===== src/rtl/hoh_pkg.sv =====
package hoh_pkg;

  typedef enum logic [1:0] {
    F_SYNC  = 2'd0,
    F_OH    = 2'd1,
    F_PAY   = 2'd2,
    F_STUFF = 2'd3
  } field_e;

  localparam int CRC_W = 6;
  // x^6 + x + 1 without the leading term
  localparam logic [CRC_W-1:0] CRC_POLY = 6'b000011;

  // one serial step of the CRC register, data bit enters at the top
  function automatic logic [CRC_W-1:0] crc6_step(input logic [CRC_W-1:0] c, input logic b);
    logic fb;
    fb = c[CRC_W-1] ^ b;
    return {c[CRC_W-2:0], 1'b0} ^ (fb ? CRC_POLY : '0);
  endfunction

  function automatic int max4(input int a, input int b, input int c, input int d);
    int m;
    m = a;
    if (b > m) m = b;
    if (c > m) m = c;
    if (d > m) m = d;
    return m;
  endfunction

endpackage


===== src/rtl/hoh_seq.sv =====
module hoh_seq
  import hoh_pkg::*;
#(
  parameter int SYNC_W  = 14,
  parameter int GRP_W   = 8,
  parameter int BLK_W   = 16,
  parameter int NGRP    = 4,
  parameter int STUFF_W = 4,
  parameter int OH_BITS = 32,
  localparam int CW     = $clog2(max4(SYNC_W, GRP_W, BLK_W, STUFF_W) + 1),
  localparam int OIW    = $clog2(OH_BITS),
  localparam int SIW    = (STUFF_W > 1) ? $clog2(STUFF_W) : 1
) (
  input  logic           clk,
  input  logic           rst_n,
  input  logic           en,
  input  logic           stuff_cur,
  output field_e         field,
  output logic [OIW-1:0] oh_idx,
  output logic [SIW-1:0] stuff_idx,
  output logic           frame_start
);

  localparam int GW = (NGRP > 1) ? $clog2(NGRP) : 1;

  field_e          field_q;
  logic [CW-1:0]   cnt_q;
  logic [GW-1:0]   grp_q;
  logic [OIW-1:0]  oh_q;

  always_ff @(posedge clk or negedge rst_n) begin
    if (!rst_n) begin
      field_q <= F_SYNC;
      cnt_q   <= '0;
      grp_q   <= '0;
      oh_q    <= '0;
    end else if (en) begin
      unique case (field_q)
        F_SYNC: begin
          if (cnt_q == CW'(SYNC_W - 1)) begin
            field_q <= F_OH;
            cnt_q   <= '0;
            grp_q   <= '0;
            oh_q    <= '0;
          end else begin
            cnt_q <= cnt_q + 1'b1;
          end
        end
        F_OH: begin
          oh_q <= oh_q + 1'b1;
          if (cnt_q == CW'(GRP_W - 1)) begin
            field_q <= F_PAY;
            cnt_q   <= '0;
          end else begin
            cnt_q <= cnt_q + 1'b1;
          end
        end
        F_PAY: begin
          if (cnt_q == CW'(BLK_W - 1)) begin
            cnt_q <= '0;
            if (grp_q == GW'(NGRP - 1)) begin
              field_q <= stuff_cur ? F_STUFF : F_SYNC;
            end else begin
              field_q <= F_OH;
              grp_q   <= grp_q + 1'b1;
            end
          end else begin
            cnt_q <= cnt_q + 1'b1;
          end
        end
        F_STUFF: begin
          if (cnt_q == CW'(STUFF_W - 1)) begin
            field_q <= F_SYNC;
            cnt_q   <= '0;
          end else begin
            cnt_q <= cnt_q + 1'b1;
          end
        end
        default: begin
          field_q <= F_SYNC;
          cnt_q   <= '0;
        end
      endcase
    end
  end

  assign field       = field_q;
  assign oh_idx      = oh_q;
  assign stuff_idx   = cnt_q[SIW-1:0];
  assign frame_start = en && (field_q == F_SYNC) && (cnt_q == '0);

endmodule


===== src/rtl/hoh_crc6.sv =====
module hoh_crc6
  import hoh_pkg::*;
(
  input  logic             clk,
  input  logic             rst_n,
  input  logic             clear,
  input  logic             upd,
  input  logic             din,
  input  logic             inj_i,
  output logic [CRC_W-1:0] crc_acc,
  output logic [CRC_W-1:0] crc_tx
);

  logic [CRC_W-1:0] acc_q;
  logic [CRC_W-1:0] tx_q;
  logic             armed_q;

  // on the first bit of a frame the finished remainder moves to the
  // transmit holding register and the accumulator restarts
  always_ff @(posedge clk or negedge rst_n) begin
    if (!rst_n) begin
      acc_q   <= '0;
      tx_q    <= '0;
      armed_q <= 1'b0;
    end else if (clear) begin
      tx_q    <= acc_q ^ {CRC_W{armed_q | inj_i}};
      acc_q   <= '0;
      armed_q <= 1'b0;
    end else begin
      if (upd)   acc_q   <= crc6_step(acc_q, din);
      if (inj_i) armed_q <= 1'b1;
    end
  end

  assign crc_acc = acc_q;
  assign crc_tx  = tx_q;

endmodule


===== src/rtl/hoh_snap.sv =====
module hoh_snap
  import hoh_pkg::*;
#(
  parameter int STAT_W  = 10,
  parameter int EOC_W   = 13,
  parameter int STUFF_W = 4,
  localparam int FIX_W  = EOC_W + STAT_W + 3
) (
  input  logic               clk,
  input  logic               rst_n,
  input  logic               cap,
  input  logic               los_i,
  input  logic               bpv_i,
  input  logic               febe_i,
  input  logic [STAT_W-1:0]  status_i,
  input  logic [EOC_W-1:0]   eoc_i,
  input  logic [STUFF_W-1:0] zbits_i,
  input  logic               stuff_req,
  output logic [FIX_W-1:0]   fix_word,
  output logic [STUFF_W-1:0] zbits_q,
  output logic               stuff_q
);

  logic               febe_pend;
  logic               febe_q;
  logic               los_q;
  logic               bpv_q;
  logic [STAT_W-1:0]  stat_q;
  logic [EOC_W-1:0]   eoc_q;

  always_ff @(posedge clk or negedge rst_n) begin
    if (!rst_n) begin
      febe_pend <= 1'b0;
      febe_q    <= 1'b0;
      los_q     <= 1'b0;
      bpv_q     <= 1'b0;
      stat_q    <= '0;
      eoc_q     <= '0;
      zbits_q   <= '0;
      stuff_q   <= 1'b0;
    end else if (cap) begin
      febe_q    <= febe_pend | febe_i;
      febe_pend <= 1'b0;
      los_q     <= los_i;
      bpv_q     <= bpv_i;
      stat_q    <= status_i;
      eoc_q     <= eoc_i;
      zbits_q   <= zbits_i;
      stuff_q   <= stuff_req;
    end else if (febe_i) begin
      febe_pend <= 1'b1;
    end
  end

  // transmit order is LSB first: febe, los, bpv, status, eoc
  assign fix_word = {eoc_q, stat_q, bpv_q, los_q, febe_q};

endmodule


===== src/rtl/hoh_mux.sv =====
module hoh_mux
  import hoh_pkg::*;
#(
  parameter int SYNC_W   = 14,
  parameter int IND_W    = 19,
  parameter int EOC_W    = 13,
  parameter int STUFF_W  = 4,
  parameter int NGRP     = 4,
  parameter int BLK_W    = 16,
  localparam int STAT_W  = IND_W - CRC_W - 3,
  localparam int OH_BITS = IND_W + EOC_W,
  localparam int GRP_W   = OH_BITS / NGRP
) (
  input  logic               clk,
  input  logic               rst_n,
  input  logic               bit_en,
  input  logic               pay_valid,
  input  logic               pay_data,
  output logic               pay_ready,
  input  logic               los_i,
  input  logic               bpv_i,
  input  logic               febe_i,
  input  logic [STAT_W-1:0]  status_i,
  input  logic [EOC_W-1:0]   eoc_i,
  input  logic [STUFF_W-1:0] zbits_i,
  input  logic               stuff_req,
  input  logic               crc_inj,
  output logic               tx_valid,
  output logic               tx_bit,
  output logic               tx_sync,
  output logic               tx_fstart
);

  localparam int OIW   = $clog2(OH_BITS);
  localparam int SIW   = (STUFF_W > 1) ? $clog2(STUFF_W) : 1;
  localparam int FIX_W = OH_BITS - CRC_W;

  // named internal events, also watched by the checker
  field_e             field;
  logic [OIW-1:0]     oh_idx;
  logic [SIW-1:0]     stuff_idx;
  logic               frame_start;
  logic               prot_bit;
  logic               nxt_bit;
  logic [CRC_W-1:0]   crc_acc;
  logic [CRC_W-1:0]   crc_tx;
  logic [CRC_W-1:0]   crc_rev;
  logic [FIX_W-1:0]   fix_word;
  logic [OH_BITS-1:0] oh_word;
  logic [STUFF_W-1:0] zbits_q;
  logic               stuff_q;

  hoh_seq #(
    .SYNC_W (SYNC_W),
    .GRP_W  (GRP_W),
    .BLK_W  (BLK_W),
    .NGRP   (NGRP),
    .STUFF_W(STUFF_W),
    .OH_BITS(OH_BITS)
  ) u_seq (
    .clk        (clk),
    .rst_n      (rst_n),
    .en         (bit_en),
    .stuff_cur  (stuff_q),
    .field      (field),
    .oh_idx     (oh_idx),
    .stuff_idx  (stuff_idx),
    .frame_start(frame_start)
  );

  hoh_snap #(
    .STAT_W (STAT_W),
    .EOC_W  (EOC_W),
    .STUFF_W(STUFF_W)
  ) u_snap (
    .clk      (clk),
    .rst_n    (rst_n),
    .cap      (frame_start),
    .los_i    (los_i),
    .bpv_i    (bpv_i),
    .febe_i   (febe_i),
    .status_i (status_i),
    .eoc_i    (eoc_i),
    .zbits_i  (zbits_i),
    .stuff_req(stuff_req),
    .fix_word (fix_word),
    .zbits_q  (zbits_q),
    .stuff_q  (stuff_q)
  );

  hoh_crc6 u_crc (
    .clk    (clk),
    .rst_n  (rst_n),
    .clear  (frame_start),
    .upd    (prot_bit),
    .din    (nxt_bit),
    .inj_i  (crc_inj),
    .crc_acc(crc_acc),
    .crc_tx (crc_tx)
  );

  // CRC field goes out MSB first, so index 0 holds the top bit
  for (genvar i = 0; i < CRC_W; i++) begin : g_crc_rev
    assign crc_rev[i] = crc_tx[CRC_W-1-i];
  end

  assign oh_word   = {fix_word, crc_rev};
  assign pay_ready = bit_en && (field == F_PAY);

  always_comb begin
    unique case (field)
      F_SYNC:  nxt_bit = 1'b0;
      F_OH:    nxt_bit = oh_word[oh_idx];
      F_PAY:   nxt_bit = pay_valid ? pay_data : 1'b1;
      F_STUFF: nxt_bit = zbits_q[stuff_idx];
      default: nxt_bit = 1'b0;
    endcase
  end

  assign prot_bit = bit_en &&
                    (((field == F_OH) && (oh_idx >= OIW'(CRC_W))) || (field == F_PAY));

  always_ff @(posedge clk or negedge rst_n) begin
    if (!rst_n) begin
      tx_valid  <= 1'b0;
      tx_bit    <= 1'b0;
      tx_sync   <= 1'b0;
      tx_fstart <= 1'b0;
    end else begin
      tx_valid <= bit_en;
      if (bit_en) begin
        tx_bit    <= nxt_bit;
        tx_sync   <= (field == F_SYNC);
        tx_fstart <= frame_start;
      end else begin
        tx_sync   <= 1'b0;
        tx_fstart <= 1'b0;
      end
    end
  end

endmodule


===== config.mk =====
export PLATFORM = sky130hd
export DESIGN_NAME = hoh_mux
export DESIGN_NICKNAME = d
export VERILOG_FILES = /design/src/rtl/hoh_pkg.sv /design/src/rtl/hoh_seq.sv /design/src/rtl/hoh_crc6.sv /design/src/rtl/hoh_snap.sv /design/src/rtl/hoh_mux.sv
export SDC_FILE = /design/constraint.sdc
export NUM_CORES = 1
export LEC_CHECK = 0
export BUFFER_PORTS_ARGS = -buffer_cell sky130_fd_sc_hd__buf_2
export CAP_MARGIN = 10
export CELL_PAD_IN_SITES_DETAIL_PLACEMENT = 1
export CELL_PAD_IN_SITES_GLOBAL_PLACEMENT = 1
export CORE_MARGIN = 2
export CORE_UTILIZATION = 40
export CTS_BUF_LIST = sky130_fd_sc_hd__clkbuf_16
export DETAILED_ROUTE_END_ITERATION = 10
export PLACE_DENSITY_LB_ADDON = 0.15
export SETUP_SLACK_MARGIN = 0.02
export SYNTH_ARGS = -nofsm -noshare
export SYNTH_HDL_FRONTEND = slang
export SYNTH_SLANG_ARGS = --single-unit

===== constraint.sdc =====
create_clock -name clk -period 3.45 [get_ports clk]
set_input_delay 0.1725 -clock clk [delete_from_list [all_inputs] [get_ports clk]]
set_output_delay 0.1725 -clock clk [all_outputs]
set_load 0.02 [all_outputs]

# Word-level counts from Yosys, hierarchy flattened
# Cells that the tools add are included.
# classes
n_addsub	3
bitwise_logic	5
n_reduce_logical	16
magnitude_cmp	3
n_eq_ne	13
mux	33
# op_table
op	n
5-bit two-way mux	5
2-bit two-way mux	10
5-bit case mux with 4 select lines	1
6-bit two-way mux	2
6-bit XOR	2
5-bit by 1-bit adder with 5-bit output (second input constant)	2
5-bit by 4-bit equality test with 1-bit output (second input constant)	2
5-bit case mux with 2 select lines	1
5-bit AND reduction	2
2-bit nonzero test	5
1-bit two-way mux	9
2-bit by 1-bit != test with 1-bit output (second input constant)	4
2-bit case mux with 4 select lines	1
2-bit equality test (second input constant)	3
5-bit by 6-bit less-than comparator with 1-bit output (second input constant)	1
1-bit binary-select mux with 5-bit select	1
5-bit by 2-bit equality test with 1-bit output (second input constant)	1
5-bit by 3-bit equality test with 1-bit output (second input constant)	1
5-bit by 3-bit greater-or-equal comparator with 1-bit output (second input constant)	1
1-bit logical AND	5
5-bit logical NOT	1
1-bit case mux with 4 select lines	1
2-bit case mux with 2 select lines	1
2-bit by 3-bit less-than comparator with 1-bit output (second input constant)	1
9 further kinds	10
# word_totals
regBits	63
in_bits	37
output_inout_bits	5

# Longest topological paths before layout
# Gate-level depths: netlist of run 1.
# depth
depth_word	8
mapped_depth	10
ltp_nobuf	10

# By module
# From an unflattened synthesis of run 1, not the netlist that was laid out.
# hier_totals
cells_unflattened	276
hier_area_um2	3533.4
# modules_own_cells
module	instances	cells_each	area_each_um2	seq_area_each_um2
hoh_snap	1	73	1345.0	800.8
hoh_seq	1	109	1066.0	350.3
hoh_crc6	1	45	576.8	325.3
hoh_mux	1	49	545.5	100.1

# Least setup slack after synthesis of run 1
# OpenSTA, ideal clock, no wires.
# synth_path
path_type	register to register
startpoint	register u_seq.oh_q[0] (netlist: u_seq.oh_idx[0])
endpoint	register u_crc.acc_q[0] (netlist: u_crc.crc_acc[0])
t_arrival_ps	1879
setup_slack_ps	1452
path_buffers	0
required_time_ps	3330
path_stages_with_launch	8
period_less_slack_ps	1998
path_cell_list	dfrtp_1 > mux4_2 > nor2_1 > nor4_1 > a41oi_2 > a31oi_2 > or3_1 > a31o_1
# synth_via
elab_chain_cells	8
word_cells_on_any_way	13
# synth_rtl
item	line_no	text
from (decl)	hoh_seq.sv:29	logic [OIW-1:0] oh_q;
from (signal assigned)	hoh_seq.sv:50	oh_q <= oh_q + 1'b1;
1-bit binary-select mux with 5-bit select	hoh_mux.sv:113	F_OH: nxt_bit = oh_word[oh_idx];
1-bit two-way mux (implied by the code)	hoh_mux.sv:113	
1-bit case mux with 4 select lines	hoh_mux.sv:111	unique case (field)
1-bit XOR	hoh_pkg.sv:17	fb = c[CRC_W-1] ^ b;
2-bit two-way mux	hoh_pkg.sv:18	return {c[CRC_W-2:0], 1'b0} ^ (fb ? CRC_POLY : '0);
6-bit XOR	hoh_pkg.sv:18	
6-bit two-way mux	hoh_crc6.sv:30	if (upd) acc_q <= crc6_step(acc_q, din);
6-bit two-way mux	hoh_crc6.sv:25	end else if (clear) begin
to (signal assigned)	hoh_crc6.sv:30	
to (decl)	hoh_crc6.sv:14	logic [CRC_W-1:0] acc_q;
# Parallel ways exist; a longest one is shown, timed or not. The select of a mux whose other input is x is not followed.
# A chain may end at the register's enable or synchronous reset.

# Final worst setup path of run 1
# layout_path
startpoint	register u_seq.oh_q[1] (netlist: u_seq.oh_idx[1])
endpoint	register u_crc.acc_q[0] (netlist: u_crc.crc_acc[0])
# The elaborated chain is that of the path after synthesis.

==> impl_metrics.yaml, run 1 <==
synth:
  synth-seq-cells: 63
  synth_largest_area_cell: "sky130_fd_sc_hd__dfrtp_1"
  synthesis.yosys.warnings: 0
  synth_enable_flop_cells: 0
  avgSynthCellArea_um2: 9.116
  post_synth_main_area_contributors: "sky130_fd_sc_hd__dfrtp_1 48%, sky130_fd_sc_hd__nand2_1 14%, sky130_fd_sc_hd__o21ai_0 4.6%"
  yosysMostFrequentCell: "sky130_fd_sc_hd__nand2_1"
  synth.lib_cells_used.distinct: 50
  syn_area_um2: 3254
  async_reset_ff_share_pct: 100.0
  synth.net_count: 401
  post_synth_most_frequent_cells: "119 x sky130_fd_sc_hd__nand2_1, 63 x sky130_fd_sc_hd__dfrtp_1, 30 x sky130_fd_sc_hd__o21ai_0"
  synth-main-ff-cell: "sky130_fd_sc_hd__dfrtp_1"
  synthCells: 357
  netlist.area_leader.share_pct: 48.44
  synth_seq_area_share_pct: 48.44
grt:
  grt_start_max_net_pins: 48
  grt_pass1_wl_um: 12920
  first_global_vias: 2670
  grt_antenna_before_repair: 0
  grtUsageTotal_pct: 18.83
  grt-ovfl-total: 0
job:
  cap_viol_max_count: 0
power_and_ir_drop:
  irDropWorstVdd_v: 0.0003632
  switching_share_pct: 35.32
  clock_power_share_pct: 28.2
  finalPower_mw: 3.300
  switchingPower_mw: 1.165
  leakagePower_nw: 1.910
  internal-power_mw: 2.135
  seqPwrFrac_pct: 41.4
  power.combinational.fraction_pct: 30.4
  power.density_nw_per_um2: 862.8
sta:
  layout_min_cycle_time_ns: 2.624
  final_hold_viol_count: 0
  finalSetupViolations: 0
  clock-skew-final_ns: 0.003888
  fin_worst_hold_slack_ns: 0.03824
  timing.final.crit_share_pct: 76.05
  timing_max_transition_violations_final: 0
  slew-limit-headroom_pct: 41.69
  max_freq_mhz: 381.2
  fin_setup_tns_ns: 0
  rsz_0062_raised_after_global_routing: "no"
  tightest_slew_ns: 0.8747
drt:
  initialDrtViolationCount: 78
  via_count_of_the_routed_design: 2607
  drt_drc_violations_left: 0
  dr.pass1.iters: 4
  detail_route.vias_per_cell: 5.173
  ant_nets: 0
  routed_wl_um: 7584
  detail_route.wl_per_cell_um: 15.05
worst_setup_path:
  crit_chain: "nor2b_1, a2111oi_0, a221oi_1, a41oi_2, a31oi_2, or3_1, a31o_1"
  crit_required_ns: 3.66
  biggest_fanout_along_the_worst_timing_path: 21
  critPathLaunch: "u_seq.oh_idx[1]"
  critPathCaptureType: "flip-flop"
  cp_slowest_cell: "sky130_fd_sc_hd__dfrtp_1"
  cp.arrival_ns: 2.83
  timing.setup.critical_path_class: "flip-flop to flip-flop"
  timing.critical_path.slowest_cell_delay_ns: 0.91
  start_kind: "flip-flop"
  rr_startpoint: "u_seq.oh_idx[1]"
floorplan:
  io_pins: 42
  dieWidth_um: 94.20
  effective_utilization_at_floorplan_pct: 41.68
  rows: 32
  die_height_um: 94.20
  total_core_area_um2: 7807
  dieArea_um2: 8874
place:
  hpwl_detailed_um: 5351
  port-buffer-count: 41
  finalWeightedCongestion: 0.8080
hold_path:
  timing.hold.worst.start: "eoc_i[10]"
  worstHoldPathType: "primary input to flip-flop"
cells_and_area:
  num_antenna_cells: 0
  fillCellCount: 933
  design.final.nets: 442
  drive_above_1_share_pct: 17.41
  syn2layout_area_growth_pct: 17.53
clock_tree:
  cts_tree: "built"
  numClockSinks: 63
  cts-buffers-inserted: 9
  cts-root-buf: "sky130_fd_sc_hd__clkbuf_16"
  clkLatencyLatePin_ns: 0.32
  cts_setup_buffers: 0
  path_clk_slew_ns: 0.05
  cts_resized: 0
  htree_num_levels: 3
  clock_tree.buffer_depth: 2
status:
  run_status: "finished, final reports clean"
## flip-flops by register name (all words and copies together) (netlist names), 2 cells and up
register and flops:
u_seq.oh_idx 5, u_crc.crc_tx 6, u_snap.eoc_q 13, u_seq.field 2, u_seq.grp_q 2, u_snap.stat_q 10, u_snap.zbits_q 4, u_seq.cnt_q 5
u_crc.crc_acc 6
## cells in the final DEF (no fill, tap or decap), drive strengths merged, types with 2 or more instances in the layout
master / Yosys / routed
nor2b: 7 / 7
nand2: 119 / 119
a41oi: 2 / 2
o21ai: 30 / 30
o22ai: 3 / 3
mux2: 3 / 3
buf: 9 / 46
a221oi: 2 / 2
clkinv: 1 / 4
nand3: 4 / 4
a21oi: 3 / 3
nand3b: 2 / 2
a31oi: 2 / 2
bufinv: 0 / 2
mux4: 2 / 2
nor3: 2 / 2
nand4: 4 / 4
xor2: 6 / 6
a22o: 5 / 5
or3: 2 / 2
and3: 5 / 5
and2: 4 / 4
nor2: 15 / 15
mux2i: 11 / 11
or2b: 2 / 2
clkbuf: 8 / 9
dfrtp: 63 / 63
ha: 7 / 7
a2111oi: 4 / 4
inv: 12 / 13
nand2b: 6 / 6
## repair_timing
action,4_1_cts,5_1_grt
endpoints found under the hold margin,16,0
endpoints found under the setup margin,0,0
hold buffers,1,0
## area by class of cell
class	count	area (µm²)	area share [%]
flip-flops and latches	63	1577	41.22
clock inverters	6	77.57	2.028
well taps	102	127.6	3.337
inverters	13	48.80	1.276
clock buffers	9	225.2	5.888
multi-input cells	264	1516	39.65
repair buffers	47	252.7	6.608
## power by group through the flow
stage | clock (mW) | combinational [mW] | sequential, mW
after floorplan | 0 | 0.913 | 1.22
after global placement | 0 | 0.970 | 1.37
after detailed placement | 0 | 1.01 | 1.37
after CTS | 0.955 | 1.02 | 1.37
after global routing | 0.987 | 1.15 | 1.41
final | 0.931 | 1.00 | 1.37
## worst max-delay path, delay by kind of cell (launching register included)
kind | cells | cell delay [ns]
flops | 1 | 0.91
compound gates | 5 | 1.14
simple gates | 2 | 0.47
## worst paths after layout
kind / end / slack (ns) / cells after the start
max reg2reg: u_crc.crc_acc[0] / 0.83 / 7
min in group asynchronous: u_snap.eoc_q[3] / 0.31 / 2
max: u_crc.crc_acc[0] / 0.83 / 7
min reg2reg: u_snap.eoc_q[5] / 0.47 / 2
min: u_snap.eoc_q[10] / 0.04 / 3
max in group asynchronous: u_snap.febe_pend / 2.18 / 3
## per-layer routing
layer	wire length [µm]	global-route usage (%)
met5	0	0
met3	184	4.093
met4	96	5.797
met1	3557	24.74
met2	3745	31.07
## through the flow
stage,setup slack (ns),area (µm²),cells,util [%]
floorplan,1.452,3254,357,-
global placement,0.9696,3512,488,44.98
detailed placement,0.8461,3512,488,44.98
CTS,0.7881,3825,504,48.99
global route,0.6235,3825,504,48.99
finish,0.8264,3825,504,48.99
## cell families (layout without fill, tap and decap cells)
logic type      count (synthesis)  in the layout  share of synthesized area (%)
fa+ha+maj                       7              7                          2.691
buf+inv                        30             75                          4.959
simple gates                  176            176                          23.64
mux                            16             16                          5.805
xor+xnor                        6              6                          1.615
compound gates                 59             59                          12.84
flops                          63             63                          48.44
No activity file was read; power rests on OpenSTA's default activity.
==> run 2: changes to the inputs <==
clock period = 2.54 ns   (was 3.45 ns; I/O delays follow)
==> run 2 against run 1 <==
Effect of this change: clock-buffer cell count unchanged; register-to-register slack lost 0.61 ns; sequential cell count stayed put; cell area rose by 9.1%; total power is 41% higher; first-iteration DRC count is 14% higher; clock skew barely moved; non-clock buffer count up 33; die area did not move; cell count is 6.7% higher; clock power increased by 40%; sequential power up 31%; critical path type unchanged; critical endpoint unchanged; largest cell class unchanged; largest power group unchanged.
==> impl_metrics.yaml, run 2 (synthesis results as in run 1) <==
sta:
  fin_setup_tns_ns: 0
  layout_min_cycle_time_ns: 2.327
  slew-limit-headroom_pct: 54.18
  tightest_slew_ns: 0.6848
  finalSetupViolations: 0
  rsz_0062_raised_after_global_routing: "no"
  timing_max_transition_violations_final: 0
  final_hold_viol_count: 0
  clock-skew-final_ns: 0.004281
  timing.final.crit_share_pct: 91.61
  max_freq_mhz: 429.8
worst_setup_path:
  cp.arrival_ns: 2.55
  crit_chain: "buf_4, nor2b_1, a2111oi_2, a221oi_2, nand4_1, a31oi_2, or3_1, a31o_1"
  reg2reg_depth: 8
  crit_required_ns: 2.76
  start_kind: "flip-flop"
  timing.setup.critical_path_class: "flip-flop to flip-flop"
  rr_startpoint: "u_seq.oh_idx[1]"
  timing.critical_path.slowest_cell_delay_ns: 0.59
  regToRegSetupSlack_ns: 0.21
  critPathCaptureType: "flip-flop"
  biggest_fanout_along_the_worst_timing_path: 12
  regToRegEndpoint: "u_crc.crc_acc[0]"
  cp_slowest_cell: "sky130_fd_sc_hd__dfrtp_1"
clock_tree:
  cts_tree: "built"
  clock_tree.buffer_depth: 2
  cts-root-buf: "sky130_fd_sc_hd__clkbuf_16"
  numClockSinks: 63
  cts_resized: 0
  path_clk_slew_ns: 0.06
  htree_num_levels: 3
  cts_hold_buffers: 27
  cts-buffers-inserted: 9
  cts_setup_buffers: 0
  clkLatencyLatePin_ns: 0.33
hold_path:
  worstHoldPathCells: 3
  worstHoldPathType: "primary input to flip-flop"
  timing.hold.worst.start: "eoc_i[8]"
  worstHoldEndpoint: "u_snap.eoc_q[8]"
cells_and_area:
  regMostFlops: "u_snap.eoc_q"
  layout.cells.most_common: "sky130_fd_sc_hd__nand2_1"
  design.final.nets: 475
  num_antenna_cells: 0
  number_of_flip_flops_under_the_largest_register_name: 13
  drive_above_1_share_pct: 17.89
  syn2layout_area_growth_pct: 28.22
  top_regs: "u_snap.eoc_q (13), u_snap.stat_q (10)"
  finalCoreUtilization_pct: 53.45
  final_cell_mix: "119 x sky130_fd_sc_hd__nand2_1, 63 x sky130_fd_sc_hd__dfrtp_1, 41 x sky130_fd_sc_hd__buf_2"
floorplan:
  total_core_area_um2: 7807
  effective_utilization_at_floorplan_pct: 41.68
  die_height_um: 94.20
  rows: 32
  dieWidth_um: 94.20
  io_pins: 42
  dieArea_um2: 8874
drt:
  detail_route.wl_per_cell_um: 15.80
  initialDrtViolationCount: 89
  routed_wl_um: 8503
  via_count_of_the_routed_design: 2755
  dr.pass1.iters: 4
  drt_drc_violations_left: 0
  detail_route.vias_per_cell: 5.121
  ant_nets: 0
place:
  hpwl_detailed_um: 5762
  port-buffer-count: 41
  finalWeightedCongestion: 0.8274
grt:
  grt-ovfl-total: 0
  first_global_vias: 2984
  grtUsageTotal_pct: 21.23
  grt_antenna_before_repair: 0
  grt_pass1_wl_um: 14370
  grt_start_max_net_pins: 37
power_and_ir_drop:
  leakagePower_nw: 2.053
  power.density_nw_per_um2: 1113
  irDropWorstVdd_v: 0.0004128
job:
  cap_viol_max_count: 0
status:
  run_status: "finished, final reports clean"
## run 2: power breakdown
group,switching (mW),total [mW],internal (mW),leakage (nW)
clock,0.452,1.30,0.849,0.147
combinational,0.834,1.55,0.716,1.11
sequential,0.382,1.79,1.41,0.796
total,1.67,4.64,2.97,2.05
## run 2: worst max path at each step
| stage | end | slack, ns | from | cells after the start |
|---|---|---|---|---|
| after floorplan | u_crc.crc_acc[0] | 0.54 | u_seq.oh_idx[0] | 7 |
| final | u_crc.crc_acc[0] | 0.21 | u_seq.oh_idx[1] | 8 |
| after detailed placement | u_crc.crc_acc[0] | 0.21 | u_seq.oh_idx[1] | 8 |
| after global placement | u_crc.crc_acc[0] | 0.29 | u_seq.oh_idx[1] | 8 |
| after global routing | u_seq.field[1] | 0.03 | u_seq.cnt_q[0] | 10 |
| after CTS | u_crc.crc_acc[0] | 0.21 | u_seq.oh_idx[1] | 8 |
## run 2: final cells by class
type,count,area [µm²]
clock buffers,9,225.2
clock inverters,7,87.58
fillers,933,3635
inverters,13,48.80
multi-input cells,264,1516
flip-flops and latches,63,1577
well taps,102,127.6
repair buffers,80,590.6
## run 2: critical path: cells and delay by family, from the launching register on
kind	cells	cell delay, ns
buffers and inverters	1	0.28
AOI/OAI and AO/OA	4	0.79
and+or+nand+nor	3	0.55
DFF	1	0.59
## run 2: routing by layer
layer  track usage (%)  routed length (µm)
met5                 0                   0
met4             7.729                 116
met3             4.896                 234
met2             36.90                4468
met1             25.58                3683
## run 2: per-stage QoR
| step | area (µm²) | power, mW | cells | hold slack, ns | setup WS [ns] |
|---|---|---|---|---|---|
| 2_1_floorplan | 3254 | 2.893 | 357 | -0.1686 | 0.5415 |
| 3_3_place_gp | 3590 | 3.221 | 495 | 0.2140 | 0.2922 |
| 3_5_place_dp | 3590 | 3.309 | 495 | 0.2107 | 0.2137 |
| 4_1_cts | 4173 | 4.689 | 538 | 0.001025 | 0.2058 |
| 5_1_grt | 4173 | 4.972 | 538 | 0.01271 | 0.03183 |
| 6_report | 4173 | 4.643 | 538 | 0.007042 | 0.2132 |
==> run 3: changes to the inputs <==
clock period = 2.8 ns   (was 2.54 ns; I/O delays follow)
==> run 3 against run 2 <==
Effect of this change: sequential cell count unchanged; critical path type unchanged; via count decreased by 3.5%; clock skew increased by 0.0028 ns; clock-buffer cell count unchanged; register-to-register slack improved by 0.17 ns; global-route usage decreased by 2.2 points.
==> impl_metrics.yaml, run 3 (synthesis results as in run 1) <==
status:
  run_status: "finished, final reports clean"
power_and_ir_drop:
  clock_power_share_pct: 26.4
  power.combinational.fraction_pct: 32.8
  switching_share_pct: 36.17
  leakagePower_nw: 1.947
  seqPwrFrac_pct: 40.8
  finalPower_mw: 4.037
  internal-power_mw: 2.577
  power.density_nw_per_um2: 1028
  irDropWorstVdd_v: 0.0003818
  switchingPower_mw: 1.461
worst_setup_path:
  critPathCaptureType: "flip-flop"
  start_kind: "flip-flop"
  crit_required_ns: 3.01
  crit_chain: "mux4_2, nor2_1, nor4_1, a41oi_2, a31oi_2, or3_1, a31o_1"
  timing.critical_path.slowest_cell_delay_ns: 0.63
  cp.arrival_ns: 2.63
  critPathTopFamily: "flip-flops"
  biggest_fanout_along_the_worst_timing_path: 13
  timing.setup.critical_path_class: "flip-flop to flip-flop"
  critPathBufInv: 0
  cp_slowest_cell: "sky130_fd_sc_hd__dfrtp_1"
grt:
  grtUsageTotal_pct: 19.03
  grt-ovfl-total: 0
  grt_pass1_wl_um: 13060
  grt_antenna_before_repair: 0
  grt_start_max_net_pins: 64
  first_global_vias: 2752
drt:
  met2WireLength_um: 3793
  via_count_of_the_routed_design: 2658
  detail_route.wl_per_cell_um: 14.78
  route.top_layer_used: "met4"
  routed_wl_um: 7612
  met3RoutedLength_um: 187
  m1WireLength_um: 3586
  drt_drc_violations_left: 0
  ant_nets: 0
  initialDrtViolationCount: 76
  dr.pass1.iters: 4
  detail_route.vias_per_cell: 5.161
sta:
  finalSetupViolations: 0
  fin_worst_hold_slack_ns: 0.004172
  clock-skew-final_ns: 0.007081
  layout_min_cycle_time_ns: 2.420
  final_hold_viol_count: 0
  timing_max_transition_violations_final: 0
  timing.final.crit_share_pct: 86.42
  fin_setup_tns_ns: 0
  tightest_slew_ns: 0.6652
  slew-limit-headroom_pct: 55.49
  rsz_0062_raised_after_global_routing: "no"
  max_freq_mhz: 413.3
cells_and_area:
  design_area_um2: 3926
  design.final.nets: 452
  layout.cells.most_common: "sky130_fd_sc_hd__nand2_1"
  drive_above_1_share_pct: 18.40
  regMostFlops: "u_snap.eoc_q"
  num_antenna_cells: 0
  syn2layout_area_growth_pct: 20.65
  number_of_flip_flops_under_the_largest_register_name: 13
  top_regs: "u_snap.eoc_q (13), u_snap.stat_q (10)"
  finalCoreUtilization_pct: 50.29
  final_cell_mix: "119 x sky130_fd_sc_hd__nand2_1, 63 x sky130_fd_sc_hd__dfrtp_1, 41 x sky130_fd_sc_hd__buf_2"
clock_tree:
  clock_tree.buffer_depth: 2
  clkLatencyLatePin_ns: 0.32
  htree_num_levels: 3
  path_clk_slew_ns: 0.05
  cts-root-buf: "sky130_fd_sc_hd__clkbuf_16"
  cts_resized: 0
  cts-buffers-inserted: 9
  cts_tree: "built"
  numClockSinks: 63
place:
  hpwl_detailed_um: 5164
  port-buffer-count: 41
  detailed_place.area_um2: 3567
  finalWeightedCongestion: 0.8105
floorplan:
  total_core_area_um2: 7807
  dieArea_um2: 8874
  rows: 32
  io_pins: 42
  effective_utilization_at_floorplan_pct: 41.68
  die_height_um: 94.20
  dieWidth_um: 94.20
hold_path:
  worstHoldPathType: "primary input to flip-flop"
job:
  cap_viol_max_count: 0
==> run 3: cell type report <==
| cell class | instances | area, µm² |
|---|---|---|
| Fill cell | 944 | 3881 |
| Sequential cell | 63 | 1577 |
| Multi-Input combinational cell | 264 | 1516 |
| Timing Repair Buffer | 57 | 367.9 |
| Clock buffer | 9 | 225.2 |
| Tap cell | 102 | 127.6 |
| Clock inverter | 7 | 63.81 |
| Inverter | 13 | 48.80 |
==> run 3: through the flow <==
stage | setup slack [ns] | std cells
finish | 0.3803 | 515
global route | 0.2811 | 515
CTS | 0.3697 | 515
detailed placement | 0.3910 | 492
global placement | 0.4522 | 492
floorplan | 0.8015 | 357
==> run 3: power by group through the flow <==
stage	clock (mW)	combinational [mW]	sequential, mW
after floorplan	0	1.12	1.50
after global placement	0	1.26	1.65
after detailed placement	0	1.31	1.66
after CTS	1.09	1.34	1.65
after global routing	1.14	1.50	1.71
final	1.07	1.32	1.65
==> run 3: worst paths after layout <==
path                                  from  slack (ns)               end  cells after the start
setup / recovery           u_seq.oh_idx[0]        0.38  u_crc.crc_acc[0]                      7
hold / removal                    eoc_i[6]       0.004   u_snap.eoc_q[6]                      3
setup reg to reg           u_seq.oh_idx[0]        0.38  u_crc.crc_acc[0]                      7
hold reg to reg            u_snap.eoc_q[5]        0.48   u_snap.eoc_q[5]                      2
max in group asynchronous            rst_n        2.16  u_crc.crc_acc[0]                      3
min in group asynchronous            rst_n        0.36    u_seq.cnt_q[4]                      3
==> run 3: timing repair <==
action / 4_1_cts / 5_1_grt
buffers inserted: 0 / 0
endpoints found under the hold margin: 69 / 0
hold buffers: 7 / 0
==> run 3: worst min-delay path: cells and delay by family <==
kind,cells,cell delay (ns)
AND/OR/NAND/NOR,2,0.08
buffers and inverters,1,0.08
==> run 3: per-layer routing <==
layer	vias up	global-route usage, %
li1	1301	-
met1	1326	23.92
met2	27	32.38
met3	4	4.896
met4	0	5.314
met5	-	0
